## src/rtl/mtx_pkg.sv

```systemverilog
// Shared types for the marker-bit serial transmitter.
// Assumes: a 2-bit encoding is enough for the controller phases.
package mtx_pkg;

    // Transmit phases: idle, waiting for first rollover, start bit, data bits.
    typedef enum logic [1:0] {
        TX_IDLE  = 2'd0,
        TX_WAIT  = 2'd1,
        TX_START = 2'd2,
        TX_DATA  = 2'd3
    } tx_state_e;

endpackage

```

## src/rtl/mtx_baud_div.sv

```systemverilog
// Free-running divide-by-OVERSAMPLE counter clocked by the oversampling tick.
// roll_o pulses for one clock on the tick that wraps the counter; that pulse
// marks every bit boundary of the transmitter.
// Assumes: tick_i is a single-cycle pulse; OVERSAMPLE >= 2.
module mtx_baud_div #(
    parameter int OVERSAMPLE = 16
) (
    input  logic clk,
    input  logic rst_n,
    input  logic tick_i,
    output logic roll_o
);
    localparam int CNT_W = (OVERSAMPLE > 2) ? $clog2(OVERSAMPLE) : 1;
    localparam logic [CNT_W-1:0] CNT_LAST = CNT_W'(OVERSAMPLE - 1);

    logic [CNT_W-1:0] cnt_q;

    // Advance the tick count, wrapping after the last state.
    always_ff @(posedge clk) begin
        if (!rst_n) begin
            cnt_q <= '0;
        end else if (tick_i) begin
            if (cnt_q == CNT_LAST) begin
                cnt_q <= '0;
            end else begin
                cnt_q <= cnt_q + 1'b1;
            end
        end
    end

    // Rollover pulse: the tick that wraps the counter.
    always_comb begin
        roll_o = tick_i && (cnt_q == CNT_LAST);
    end

endmodule

```

## src/rtl/mtx_shift_reg.sv

```systemverilog
// Marker-bit transmit shift register. A load places the data byte in the low
// bits and a single 1 just above them. A shift moves right and fills 0 at the
// top. last_o flags the state where the marker sits one place above the output
// bit and everything above it is 0.
// Assumes: load_i and shift_i are never high together (load wins if they are).
module mtx_shift_reg #(
    parameter int DATA_W = 8
) (
    input  logic              clk,
    input  logic              rst_n,
    input  logic              load_i,
    input  logic [DATA_W-1:0] data_i,
    input  logic              shift_i,
    output logic              out_bit_o,
    output logic              last_o,
    output logic [DATA_W:0]   sr_o
);
    localparam int SR_W = DATA_W + 1;

    logic [SR_W-1:0] sr_q;

    // Load byte plus marker, or shift toward the output with zero fill.
    always_ff @(posedge clk) begin
        if (!rst_n) begin
            sr_q <= '0;
        end else if (load_i) begin
            sr_q <= {1'b1, data_i};
        end else if (shift_i) begin
            sr_q <= {1'b0, sr_q[SR_W-1:1]};
        end
    end

    // End-of-frame pattern: marker directly above the output bit, zeros above.
    always_comb begin
        last_o = (sr_q[SR_W-1:2] == '0) && sr_q[1];
    end

    assign out_bit_o = sr_q[0];
    assign sr_o      = sr_q;

endmodule

```

## src/rtl/mtx_ctrl.sv

```systemverilog
// Transmit controller. It accepts a write only when idle, then steps through
// wait, start bit and data bits on each rollover. The data phase ends on the
// rollover where the shift register reports the end pattern. It also owns
// the sticky done flag and drives the serial line.
// Assumes: roll_i is a one-cycle pulse; a set of the done flag has priority
// over a clear arriving on the same edge.
module mtx_ctrl
    import mtx_pkg::*;
(
    input  logic      clk,
    input  logic      rst_n,
    input  logic      roll_i,
    input  logic      wr_i,
    input  logic      done_clr_i,
    input  logic      last_i,
    input  logic      out_bit_i,
    output logic      load_o,
    output logic      shift_o,
    output logic      frame_end_o,
    output logic      line_o,
    output logic      done_o,
    output tx_state_e state_o
);
    tx_state_e state_q;
    tx_state_e state_d;
    logic      done_q;

    // Next-phase decode and the load/shift/end strobes.
    always_comb begin
        state_d     = state_q;
        load_o      = 1'b0;
        shift_o     = 1'b0;
        frame_end_o = 1'b0;
        case (state_q)
            TX_IDLE: begin
                if (wr_i) begin
                    load_o  = 1'b1;
                    state_d = TX_WAIT;
                end
            end
            TX_WAIT: begin
                if (roll_i) begin
                    state_d = TX_START;
                end
            end
            TX_START: begin
                if (roll_i) begin
                    state_d = TX_DATA;
                end
            end
            TX_DATA: begin
                if (roll_i) begin
                    shift_o = 1'b1;
                    if (last_i) begin
                        frame_end_o = 1'b1;
                        state_d     = TX_IDLE;
                    end
                end
            end
            default: state_d = TX_IDLE;
        endcase
    end

    // Phase register.
    always_ff @(posedge clk) begin
        if (!rst_n) begin
            state_q <= TX_IDLE;
        end else begin
            state_q <= state_d;
        end
    end

    // Sticky done flag: set at frame end, cleared by the host.
    always_ff @(posedge clk) begin
        if (!rst_n) begin
            done_q <= 1'b0;
        end else if (frame_end_o) begin
            done_q <= 1'b1;
        end else if (done_clr_i) begin
            done_q <= 1'b0;
        end
    end

    // Line level: low for the start bit, register output for data, else high.
    always_comb begin
        case (state_q)
            TX_START: line_o = 1'b0;
            TX_DATA:  line_o = out_bit_i;
            default:  line_o = 1'b1;
        endcase
    end

    assign done_o  = done_q;
    assign state_o = state_q;

endmodule

```

## src/rtl/marker_uart_tx.sv

```systemverilog
// Top of the marker-bit serial transmitter: divider, shift register and
// controller. Sends start, DATA_W data bits LSB first, and returns the line
// high; the done flag is set at the end of the last data bit.
// Assumes: os_tick is a one-cycle pulse at OVERSAMPLE times the bit rate.
module marker_uart_tx #(
    parameter int DATA_W     = 8,
    parameter int OVERSAMPLE = 16
) (
    input  logic              clk,
    input  logic              rst_n,
    input  logic              os_tick,
    input  logic              host_wr,
    input  logic [DATA_W-1:0] host_byte,
    input  logic              done_clr,
    output logic              tx_line,
    output logic              tx_done
);
    import mtx_pkg::*;

    logic            roll_w;
    logic            load_w;
    logic            shift_w;
    logic            last_w;
    logic            out_bit_w;
    logic            frame_end_w;
    logic [DATA_W:0] sr_w;
    tx_state_e       state_w;

    mtx_baud_div #(
        .OVERSAMPLE (OVERSAMPLE)
    ) u_div (
        .clk    (clk),
        .rst_n  (rst_n),
        .tick_i (os_tick),
        .roll_o (roll_w)
    );

    mtx_shift_reg #(
        .DATA_W (DATA_W)
    ) u_sreg (
        .clk       (clk),
        .rst_n     (rst_n),
        .load_i    (load_w),
        .data_i    (host_byte),
        .shift_i   (shift_w),
        .out_bit_o (out_bit_w),
        .last_o    (last_w),
        .sr_o      (sr_w)
    );

    mtx_ctrl u_ctrl (
        .clk         (clk),
        .rst_n       (rst_n),
        .roll_i      (roll_w),
        .wr_i        (host_wr),
        .done_clr_i  (done_clr),
        .last_i      (last_w),
        .out_bit_i   (out_bit_w),
        .load_o      (load_w),
        .shift_o     (shift_w),
        .frame_end_o (frame_end_w),
        .line_o      (tx_line),
        .done_o      (tx_done),
        .state_o     (state_w)
    );

endmodule

```

## config.mk

```make
export PLATFORM = sky130hd
export DESIGN_NAME = marker_uart_tx
export DESIGN_NICKNAME = d
export VERILOG_FILES = /design/src/rtl/mtx_pkg.sv /design/src/rtl/mtx_baud_div.sv /design/src/rtl/mtx_shift_reg.sv /design/src/rtl/mtx_ctrl.sv /design/src/rtl/marker_uart_tx.sv
export SDC_FILE = /design/constraint.sdc
export NUM_CORES = 1
export LEC_CHECK = 0
export ABC_AREA = 1
export BUFFER_PORTS_ARGS = -buffer_cell sky130_fd_sc_hd__buf_4
export CAP_MARGIN = 20
export CORE_AREA = 2 2 48 50
export DETAILED_ROUTE_END_ITERATION = 10
export DIE_AREA = 0 0 50 52
export GPL_TIMING_DRIVEN = 0
export PLACE_DENSITY_LB_ADDON = 0.08
export SYNTH_ARGS = -nofsm -noshare
export SYNTH_HDL_FRONTEND = slang
export SYNTH_SLANG_ARGS = --single-unit
```

## constraint.sdc

```tcl
create_clock -name clk -period 1.8 [get_ports clk]
set_clock_uncertainty 0.15 [all_clocks]
set_input_delay 0.09 -clock clk [delete_from_list [all_inputs] [get_ports clk]]
set_output_delay 0.09 -clock clk [all_outputs]
set_load 0.02 [all_outputs]
```

=== Word-level counts from Yosys, hierarchy flattened ===
Index checks and enable logic that the tools add are counted.

* Input bits: 13
* Word-level logic and storage cells: 40
* Output and inout port bits: 2
* Flip-flop bits (word level): 16

* Mux-type cells: 19
* Reduce and logical (&&, ||, !) cells: 7
* Add/subtract/negate cells: 1
* Equal/unequal tests: 9

{| class="wikitable"
|+ Operators with widths
! cell !! count
|-
| $mux W9 || 2
|-
| $mux W2 || 5
|-
| $ne A2 B2 Y1 const B || 5
|-
| $mux W1 || 9
|-
| $pmux W2 S4 || 1
|-
| $logic_not A7 Y1 || 1
|-
| $reduce_and A5 Y1 || 1
|-
| $add A4 B1 Y4 const B || 1
|-
| $eq A2 B2 Y1 const B || 2
|-
| $eq A4 B4 Y1 const B || 1
|-
| $mux W4 || 1
|-
| $reduce_bool A2 Y1 || 2
|-
| $eq A2 B1 Y1 const B || 1
|-
| $logic_and A1 B1 Y1 || 2
|-
| $logic_not A2 Y1 || 1
|-
| $pmux W1 S2 || 1
|}

=== Logic depth before layout (Yosys ltp) ===
Gate-level depths: netlist of the first run.

* Word-level depth: 6
* Mapped depth: 9
* Depth with buffers taken out: 8

=== Modules after synthesis ===
A second synthesis of the first run with hierarchy kept.

* Cells, all modules: 143
* Area, all modules: 923.4 µm²

{| class="wikitable"
|+ By module, submodules not included
! module !! sequential area each (µm²) !! area an instance (µm²) !! times used !! cells an instance
|-
| mtx_shift_reg || 180.2 || 484.2 || 1 || 77
|-
| mtx_ctrl || 60.1 || 246.5 || 1 || 40
|-
| mtx_baud_div || 80.1 || 192.7 || 1 || 26
|}

=== Least setup slack after synthesis of the first run ===
Ideal clock, no wire load.

* Kind: flip-flop to flip-flop
* From: reg u_ctrl.state_q[0] (netlist: u_ctrl.state_o[0])
* To: reg u_sreg.sr_q[2] (netlist: u_sreg.sr_o[2])
* Path slack: 0.317 ns
* Data arrival time: 1.208 ns
* Setup time: 0.125 ns
* Stages on the path, launching flop included: 9
* Buffers on the path: 2
* Data required time: 1.525 ns
* Clock period less this slack: 1.483 ns
* Path through: dfxtp_1 inv_1 ha_1 buf_6 nand2_8 nand2_4 buf_12 o21ai_2 nor2_2

* Longest elaborated chain between the ends: 3
* Elaborated cells between the ends (all ways): 6
* Those cells by class: 1 x eq/ne; 3 x mux; 2 x reduce/logical

{| class="wikitable"
|+ Ends and longest elaborated chain
! item !! RTL line !! source
|-
| start: declaration || mtx_ctrl.sv:24 || <nowiki>tx_state_e state_q;</nowiki>
|-
| start signal: assignment || mtx_ctrl.sv:69 || <nowiki>state_q <= state_d;</nowiki>
|-
| $eq A2 B2 Y1 or $logic_not A2 Y1 (tied branches) || mtx_ctrl.sv:34 || <nowiki>case (state_q)</nowiki>
|-
| $mux W1 || mtx_ctrl.sv:34 ||
|-
| $reduce_bool A2 Y1 (no line) or $mux W9 (tied branches) || n/a ||
|-
| end signal: assignment || mtx_shift_reg.sv:27 || <nowiki>sr_q <= {1'b1, data_i};</nowiki>
|-
| end signal: assignment || mtx_shift_reg.sv:29 || <nowiki>sr_q <= {1'b0, sr_q[SR_W-1:1]};</nowiki>
|-
| end: declaration || mtx_shift_reg.sv:20 || <nowiki>logic [SR_W-1:0] sr_q;</nowiki>
|}

Parallel ways exist; a longest one is shown, timed or not.
A chain may end at the register's enable or synchronous reset.

=== Worst setup path after layout of the first run ===
* From: reg u_ctrl.state_q[0] (netlist: u_ctrl.state_o[0])
* To: reg u_sreg.sr_q[3] (netlist: u_sreg.sr_o[3])

Same word-level chain as after synthesis.

==> metrics.yaml, run 1 <==
outcome: "completed"
fmax_mhz: 613
cpMaxStageDelayCell: "dfxtp_1"
dieWidth_um: 50
synth_area_leaders: "dfxtp_1 (32%), nand2_1 (9.1%), nand3_1 (8.1%), ha_1 (7.6%), inv_1 (7.2%)"
p_switching_uw: 587
gr-total-overflow: 0
drt_iter0_markers: 7
drv_cap: 0
grt.total_usage_pct: 17.7
dp_hpwl_mm: 1.46
ios: 15
yosysMostFrequentCell: "nand2_1"
place_area_mm2: 0.00112
syn_inst: 133
ir_worst_vdd_uv: 662
p_int_uw: 871
synth_cell_types: 23
core_mm2: 0.00211
grt_max_degree: 11
grt_antenna_before_repair: 0
fin_cells: 183
grt_pass1_wl_mm: 3.45
tns_ns: 0
syn2layout_area_growth_pct: 22.2
vias: 877
use_met2_pct: 33.6
clkPwrFrac_pct: 16.7
rsz0062_at_grt: "false"
gp_congestion: 0.743
r2r_cells: 8
crit_type: "reg -> reg"
grtUsageMet1_pct: 19.1
synthArstFlopShare_pct: 0
placement.io_buffers: 13
tightest_slew_ns: 0.460
drive_gt1_share_pct: 25.2
fin_ws_ns: 0.169
cp_cell_sequence: "inv_1, ha_1, buf_6, nand2_8, nand2_4, buf_12, o21ai_2, nor2_1"
cp-start-kind: "flop"
whs_ns: 0.0110
fillers: 206
seqPwrFrac_pct: 35.6
cp-end-kind: "flop"
placedCellCount: 174
slew_headroom_pct: 69.4
rr_endpoint: "u_sreg.sr_o[3]$_SDFFE_PN0P_"
cts_max_path_buffers: 2
power.leakage_nw: 0.545
setup_viol: 0
clockRootBuffer: "clkbuf_4"
top_usage_layer: "met2"
yosysSeqAreaShare_pct: 32.4
cts_max_level: 1
cts.clk_slew.worst_paths_ns: 0.10
ff2ff_setup_slack_ns: 0.17
netlist_top_cells_count: "nand2_1 (24), inv_1 (19), nor2_1 (17)"
synth_ff_type: "dfxtp_1"
totalWireLength_mm: 1.93
synth_area_per_cell_um2: 7.42
cts_tree: "yes"
wl_per_cell_um: 10.5
share_comb_of_total_power_pct: 47.7
r2r_start: "u_ctrl.state_o[0]$_SDFFE_PN0P_"
critPathMaxStageDelay_ns: 0.39
start_util_pct: 46.9
ant_nets: 0
numCtsBuffers: 3
period_share_pct: 90.6
slew_violations: 0
fin_crit_ns: 1.63
grtUsageMet3_pct: 2.59
cts.sinks: 16
syn_nets: 152
viasPerCell: 4.79
ys_ff_latch: 16
cp-endpoint: "u_sreg.sr_o[3]$_SDFFE_PN0P_"
drcViolationCount: 0
p_sw_share_pct: 40.2
startpoint: "u_ctrl.state_o[0]$_SDFFE_PN0P_"
synth_area_um2: 987
core.rowCount: 17
p_per_area_mw_per_mm2: 1210
worstSkewPairLatency_ns: 0.29
yosys_warnings: 0
cp_max_fo: 10
netlist.area_leader.share_pct: 32.4
hold_class: "in -> reg"
place_ws_ns: 0.182
dieHeight_um: 52
die-area_mm2: 0.00260
finalHoldViolCount: 0
dr.pass1.iters: 4
antenna_cells: 0
fin_nets: 175
design_area_mm2: 0.00121
crit_arrival_ns: 1.65
yosys.area.top_type: "dfxtp_1"
grt_pass1_vias: 856
synth_edf_count: 0
crit_required_ns: 1.82
-- sequential cells by signal, summed over array words and instances (netlist names) --
| signal | count |
|---|---|
| u_sreg.sr_o | 9 |
| u_div.cnt_q | 4 |
| u_ctrl.state_o | 2 |
| u_ctrl.done_o | 1 |
-- routing by layer --
layer,vias up,part of all wire (%)
li1,466,-
met1,398,43
met2,9,53
met3,4,1.6
met4,0,1.7
met5,-,0
-- cells by family after synthesis --
logic type | after synthesis | synth area share [%]
adder cells (fa/ha/maj) | 6 | 7.60
flip-flops | 16 | 32.4
AO/OA/AOI/OAI | 20 | 13.8
AND/OR/NAND/NOR | 67 | 33.8
buffers and inverters | 24 | 12.3
-- worst max-delay path, delay by kind of cell (launching register included) --
kind / cells / cell delay, ns
adders and majority gates: 1 / 0.21
AOI/OAI and AO/OA: 1 / 0.11
buffers and inverters: 3 / 0.40
DFF: 1 / 0.39
and+or+nand+nor: 3 / 0.24
-- worst min-delay path by stage --
stage            startpoint  cells past startpoint                          end
2_1_floorplan       os_tick                      1  u_div.cnt_q[1]$_SDFFE_PN0P_
3_3_place_gp        os_tick                      2  u_div.cnt_q[1]$_SDFFE_PN0P_
3_5_place_dp        os_tick                      2  u_div.cnt_q[1]$_SDFFE_PN0P_
4_1_cts        host_byte[1]                      5  u_sreg.sr_o[1]$_SDFFE_PN0P_
5_1_grt        host_byte[2]                      5  u_sreg.sr_o[2]$_SDFFE_PN0P_
6_report       host_byte[1]                      5  u_sreg.sr_o[1]$_SDFFE_PN0P_
-- placed cells by master, fill, tap and decap left out --
cell           netlist  final
clkbuf_1             1      1
nor2_1              17     17
a21oi_2              1      1
clkbuf_8             0      1
a21oi_1              5      5
nor2_2               2      2
o21ai_2              8      8
buf_4                0     13
buf_12               1      1
nand2_8              1      1
nand2_2              1      1
dfxtp_1             16     16
nand2_4              1      1
and3_2               1      1
dlygate4sd3_1        0      5
nand3_2              2      2
ha_1                 6      6
nor3_1               1      1
nand3_4              1      1
o21a_1               1      1
inv_1               19     19
nand2_1             24     24
inv_2                1      1
buf_6                2      2
clkbuf_4             0      3
nand3_1             16     16
o21ai_0              5      5
-- power groups by stage --
stage | logic (mW) | clock network [mW] | registers (mW)
2_1_floorplan | 0.562 | 0 | 0.511
3_3_place_gp | 0.679 | 0 | 0.524
3_5_place_dp | 0.696 | 0 | 0.528
4_1_cts | 0.708 | 0.250 | 0.520
5_1_grt | 0.801 | 0.265 | 0.530
6_report | 0.696 | 0.244 | 0.519
-- layout make-up --
type | instances | area [µm²] | share of cell area (%)
multi-input combinational | 93 | 546 | 45.2
sequential | 16 | 320 | 26.6
clock buffer | 4 | 36.3 | 3.01
buffer | 4 | 46.3 | 3.84
inverter | 20 | 75.1 | 6.22
timing repair buffer | 18 | 148 | 12.2
tap | 28 | 35.0 | 2.90
-- through the flow --
stage	util [%]	power (mW)
global route	57.3	1.60
finish	57.3	1.46
floorplan	-	1.07
global placement	53.2	1.20
CTS	57.3	1.48
detailed placement	53.2	1.22
-- what timing repair did --
| action | in CTS | in global routing |
|---|---|---|
| hold endpoints to repair | 8 | 0 |
| hold buffers | 5 | 0 |
| setup buffers | 0 | 0 |
| gates resized for setup | 0 | 0 |
Power figures use the tool's default switching activity.
==> inputs of run 2 (changes only) <==
Settings changed: CTS_BUF_LIST set to sky130_fd_sc_hd__clkbuf_2.
==> run 2 against run 1 <==
Fmax fell by 0.99%. Via count increased by 1.1%. Routed wire length up 1.5%. Final cell count grew 1.1%. Register-to-register slack worse by 0.02 ns. First-iteration DRC count up 14%. Global-route usage grew 0.31 points. Critical path type unchanged. Largest power group unchanged.
==> metrics.yaml, run 2 (same netlist as run 1, synthesis figures left out) <==
fin_crit_ns: 1.65
viasPerCell: 4.79
dr.pass1.iters: 4
placement.io_buffers: 13
drt_iter0_markers: 8
most-common-layout-cells: "nand2_1 (24), inv_1 (19), nor2_1 (17)"
outcome: "completed"
cts_setup_buffers: 0
tightest_slew_ns: 0.471
p_per_area_mw_per_mm2: 1150
dp_hpwl_mm: 1.46
hold_class: "in -> reg"
place_area_mm2: 0.00112
core_mm2: 0.00211
final_common_cell: "nand2_1"
slew_headroom_pct: 68.6
rsz0062_at_grt: "false"
dieWidth_um: 50
crit_type: "reg -> reg"
gp_congestion: 0.743
top_usage_layer: "met2"
cp-end-kind: "flop"
cpLargestDelayFamily: "flip-flops"
grt_pass1_wl_mm: 3.51
fin_nets: 177
cts_max_path_buffers: 2
critPathBufInv: 3
dieHeight_um: 52
cts.clk_slew.worst_paths_ns: 0.17
ant_nets: 0
wl_per_cell_um: 10.6
grt.total_usage_pct: 18.0
use_met2_pct: 34.0
design_area_mm2: 0.00121
die-area_mm2: 0.00260
cts_tree: "yes"
tns_ns: 0
cp_max_fo: 10
grt_pass1_vias: 868
numCtsBuffers: 3
grt_antenna_before_repair: 0
setup_viol: 0
start_util_pct: 46.9
cp-start-kind: "flop"
worstSkewPairLatency_ns: 0.30
antenna_cells: 0
min-delay-start: "host_byte[5]"
syn2layout_area_growth_pct: 22.4
r2r_cells: 8
period_share_pct: 91.5
core.rowCount: 17
r2r_start: "u_ctrl.state_o[0]$_SDFFE_PN0P_"
finalHoldViolCount: 0
ios: 15
min_path_cells: 5
drive_gt1_share_pct: 24.2
cpMaxStageDelayCell: "dfxtp_1"
clockRootBuffer: "clkbuf_2"
crit_arrival_ns: 1.68
holdPathEnd: "u_sreg.sr_o[5]$_SDFFE_PN0P_"
ir_worst_vdd_uv: 689
grt_max_degree: 11
cp_cell_sequence: "inv_1, ha_1, buf_6, nand2_8, nand2_4, buf_12, o21ai_2, nor2_1"
fillers: 211
critPathMaxStageDelay_ns: 0.41
vias: 887
largest_reg_flops: 9
drcViolationCount: 0
gr-total-overflow: 0
slew_violations: 0
cts.sinks: 16
drv_cap: 0
crit_required_ns: 1.83
grtUsageMet3_pct: 2.87
grtUsageMet1_pct: 19.1
fmax_mhz: 607
ff2ff_setup_slack_ns: 0.15
rr_endpoint: "u_sreg.sr_o[3]$_SDFFE_PN0P_"
power.leakage_nw: 0.546
totalWireLength_mm: 1.96
cts_max_level: 1
-- run 2: area by class of cell --
cell class	count	area [µm²]	share of cell area, %
multi-input cells	93	546	45.1
flip-flops and latches	16	320	26.5
repair buffers	20	168	13.9
inverters	20	75.1	6.21
plain buffers	4	46.3	3.83
well taps	28	35.0	2.90
clock buffers	3	15.0	1.24
clock inverters	1	3.75	0.311
-- run 2: how the worst max path moves through the flow --
stage	startpoint	slack (ns)	cells past startpoint	endpoint
after floorplan	u_ctrl.state_o[0]$_SDFFE_PN0P_	0.32	8	u_sreg.sr_o[2]$_SDFFE_PN0P_
after global placement	u_ctrl.state_o[0]$_SDFFE_PN0P_	0.19	8	u_sreg.sr_o[2]$_SDFFE_PN0P_
after detailed placement	u_ctrl.state_o[0]$_SDFFE_PN0P_	0.18	8	u_sreg.sr_o[5]$_SDFFE_PN0P_
after CTS	u_ctrl.state_o[0]$_SDFFE_PN0P_	0.16	8	u_sreg.sr_o[3]$_SDFFE_PN0P_
after global routing	u_ctrl.state_o[0]$_SDFFE_PN0P_	0.05	8	u_sreg.sr_o[5]$_SDFFE_PN0P_
final	u_ctrl.state_o[0]$_SDFFE_PN0P_	0.15	8	u_sreg.sr_o[3]$_SDFFE_PN0P_
-- run 2: through the flow --
| step | total power [mW] | setup slack (ns) | utilization [%] | std cells | hold slack [ns] |
|---|---|---|---|---|---|
| global placement | 1.20 | 0.193 | 53.2 | 174 | 0.154 |
| CTS | 1.40 | 0.156 | 56.9 | 184 | 0.00354 |
| finish | 1.39 | 0.153 | 57.4 | 185 | 0.00564 |
| detailed placement | 1.22 | 0.182 | 53.2 | 174 | 0.162 |
| global route | 1.52 | 0.0470 | 57.4 | 185 | 0.00499 |
| floorplan | 1.07 | 0.317 | - | 133 | 0.0294 |
-- run 2: timing repair --
| action | in CTS | in global routing |
|---|---|---|
| resized for setup | 0 | 0 |
| setup endpoints to repair | 0 | 0 |
| hold buffers | 6 | 1 |
| hold endpoints to repair | 9 | 1 |
-- run 2: where the power goes --
group / total (mW) / switching (mW) / internal, mW
combinational: 0.699 / 0.388 / 0.311
clock: 0.168 / 0.120 / 0.0483
sequential: 0.518 / 0.0782 / 0.440
total: 1.39 / 0.587 / 0.799
-- run 2: metal layers --
layer	up-vias	wire, µm
met4	0	42
met1	398	837
li1	472	-
met3	6	35
met2	11	1040
met5	-	0
-- run 2: worst min-delay path, stage by stage --
cell     delay (ns)
buf_4          0.10
nand3_1        0.06
nand3_1        0.09
o21ai_2        0.06
nor2_1         0.04
==> inputs of run 3 (changes only) <==
Settings changed: CELL_PAD_IN_SITES_DETAIL_PLACEMENT set to 1, CELL_PAD_IN_SITES_GLOBAL_PLACEMENT set to 1, CORE_AREA 2 2 48 50 to 2 2 52 54, DIE_AREA 0 0 50 52 to 0 0 54 56.
==> run 3 against run 2 <==
Worst setup slack lost 0.0093 ns. Non-clock buffer count did not move. Sequential share of layout area fell by 0.055 points. Final cell count grew 1.1%. Critical path depth did not move. Critical endpoint is now u_sreg.sr_o[2]$_SDFFE_PN0P_. Die area grew 16%. Highest routed layer unchanged.
==> metrics.yaml, run 3 (same netlist as run 1, synthesis figures left out) <==
fin_nets: 177
wl_per_cell_um: 12.7
cts_max_path_buffers: 2
core.rowCount: 18
gp_congestion: 0.728
cts_max_level: 1
final_common_cell: "nand2_1"
fin_ws_ns: 0.144
drive_gt1_share_pct: 24.2
crit_required_ns: 1.84
start_util_pct: 40.6
most-common-layout-cells: "nand2_1 (24), inv_1 (19), nor2_1 (17)"
grt_antenna_before_repair: 0
syn2layout_area_growth_pct: 22.7
crit_arrival_ns: 1.70
period_share_pct: 92.0
cts.clk_slew.worst_paths_ns: 0.16
totalWireLength_mm: 2.37
finalHoldViolCount: 0
post_cts_resized: 0
whs_ns: 0.0163
placedCellCount: 176
setup_viol: 0
cp_max_fo: 10
place_area_mm2: 0.00112
ios: 15
grt.total_usage_pct: 18.6
drv_cap: 0
dieWidth_um: 54
cts.sinks: 16
worstSkewPairLatency_ns: 0.29
cts_hold_buffers: 7
ir_worst_vdd_uv: 665
cp-end-kind: "flop"
vias: 925
drt_iter0_markers: 7
fmax_mhz: 604
dieHeight_um: 56
cts_setup_buffers: 0
placement.io_buffers: 13
place_ws_ns: 0.145
core_mm2: 0.00243
crit_type: "reg -> reg"
hold_class: "in -> reg"
slew_headroom_pct: 67.1
grt_max_degree: 11
largest_reg_flops: 9
tightest_slew_ns: 0.494
outcome: "completed"
cp-start-kind: "flop"
p_per_area_mw_per_mm2: 1160
grt_pass1_wl_mm: 4.23
numCtsBuffers: 3
grt_pass1_vias: 1019
fin_cells: 187
slew_violations: 0
dp_hpwl_mm: 1.80
design_area_mm2: 0.00121
antenna_cells: 0
dr.pass1.iters: 4
clockRootBuffer: "clkbuf_2"
ant_nets: 0
cts_tree: "yes"
power.leakage_nw: 0.546
drcViolationCount: 0
viasPerCell: 4.95
fin_crit_ns: 1.66
gr-total-overflow: 0
tns_ns: 0
die-area_mm2: 0.00302
rsz0062_at_grt: "false"
==> run 3: cell counts in the layout (fill, tap and decap cells not counted) <==
No cell type changed its count.
==> run 3: final cells by class <==
class | instances | area [µm²]
tap | 30 | 37.5
buffer | 4 | 46.3
clock inverter | 1 | 3.75
inverter | 20 | 75.1
sequential | 16 | 320
fill | 319 | 1220
clock buffer | 3 | 15.0
multi-input combinational | 93 | 546
timing repair buffer | 20 | 168
==> run 3: path summary, 6_finish.rpt <==
path	from	endpoint	slack [ns]	cells past startpoint
setup / recovery	u_ctrl.state_o[0]$_SDFFE_PN0P_	u_sreg.sr_o[2]$_SDFFE_PN0P_	0.14	8
hold / removal	host_byte[6]	u_sreg.sr_o[6]$_SDFFE_PN0P_	0.02	5
setup reg to reg	u_ctrl.state_o[0]$_SDFFE_PN0P_	u_sreg.sr_o[2]$_SDFFE_PN0P_	0.14	8
hold reg to reg	u_sreg.sr_o[8]$_SDFFE_PN0P_	u_sreg.sr_o[8]$_SDFFE_PN0P_	0.35	2
==> run 3: layer usage <==
| layer | vias to the layer above | global-route usage (%) | wire length (µm) |
|---|---|---|---|
| met5 | - | 0 | 0 |
| met4 | 0 | 8.21 | 41 |
| met3 | 4 | 2.42 | 54 |
| met2 | 10 | 34.1 | 1280 |
| met1 | 440 | 20.0 | 998 |
| li1 | 471 | - | - |
==> run 3: critical path: stages, from the launching register on <==
cell	delay, ns
dfxtp_1	0.42
inv_1	0.10
ha_1	0.21
buf_6	0.15
nand2_8	0.10
nand2_4	0.10
buf_12	0.16
o21ai_2	0.13
nor2_2	0.04
==> run 3: metrics by stage <==
step                      total power [mW]  utilization, %
final                                 1.41            49.8
after global routing                  1.54            49.8
after CTS                             1.43            49.8
after detailed placement              1.25            46.1
after global placement                1.21            46.1
after floorplan                       1.07               -
==> run 3: power by group <==
group,internal (mW),switching [mW],total (mW)
combinational,0.313,0.406,0.719
sequential,0.440,0.0835,0.524
clock,0.0483,0.119,0.167
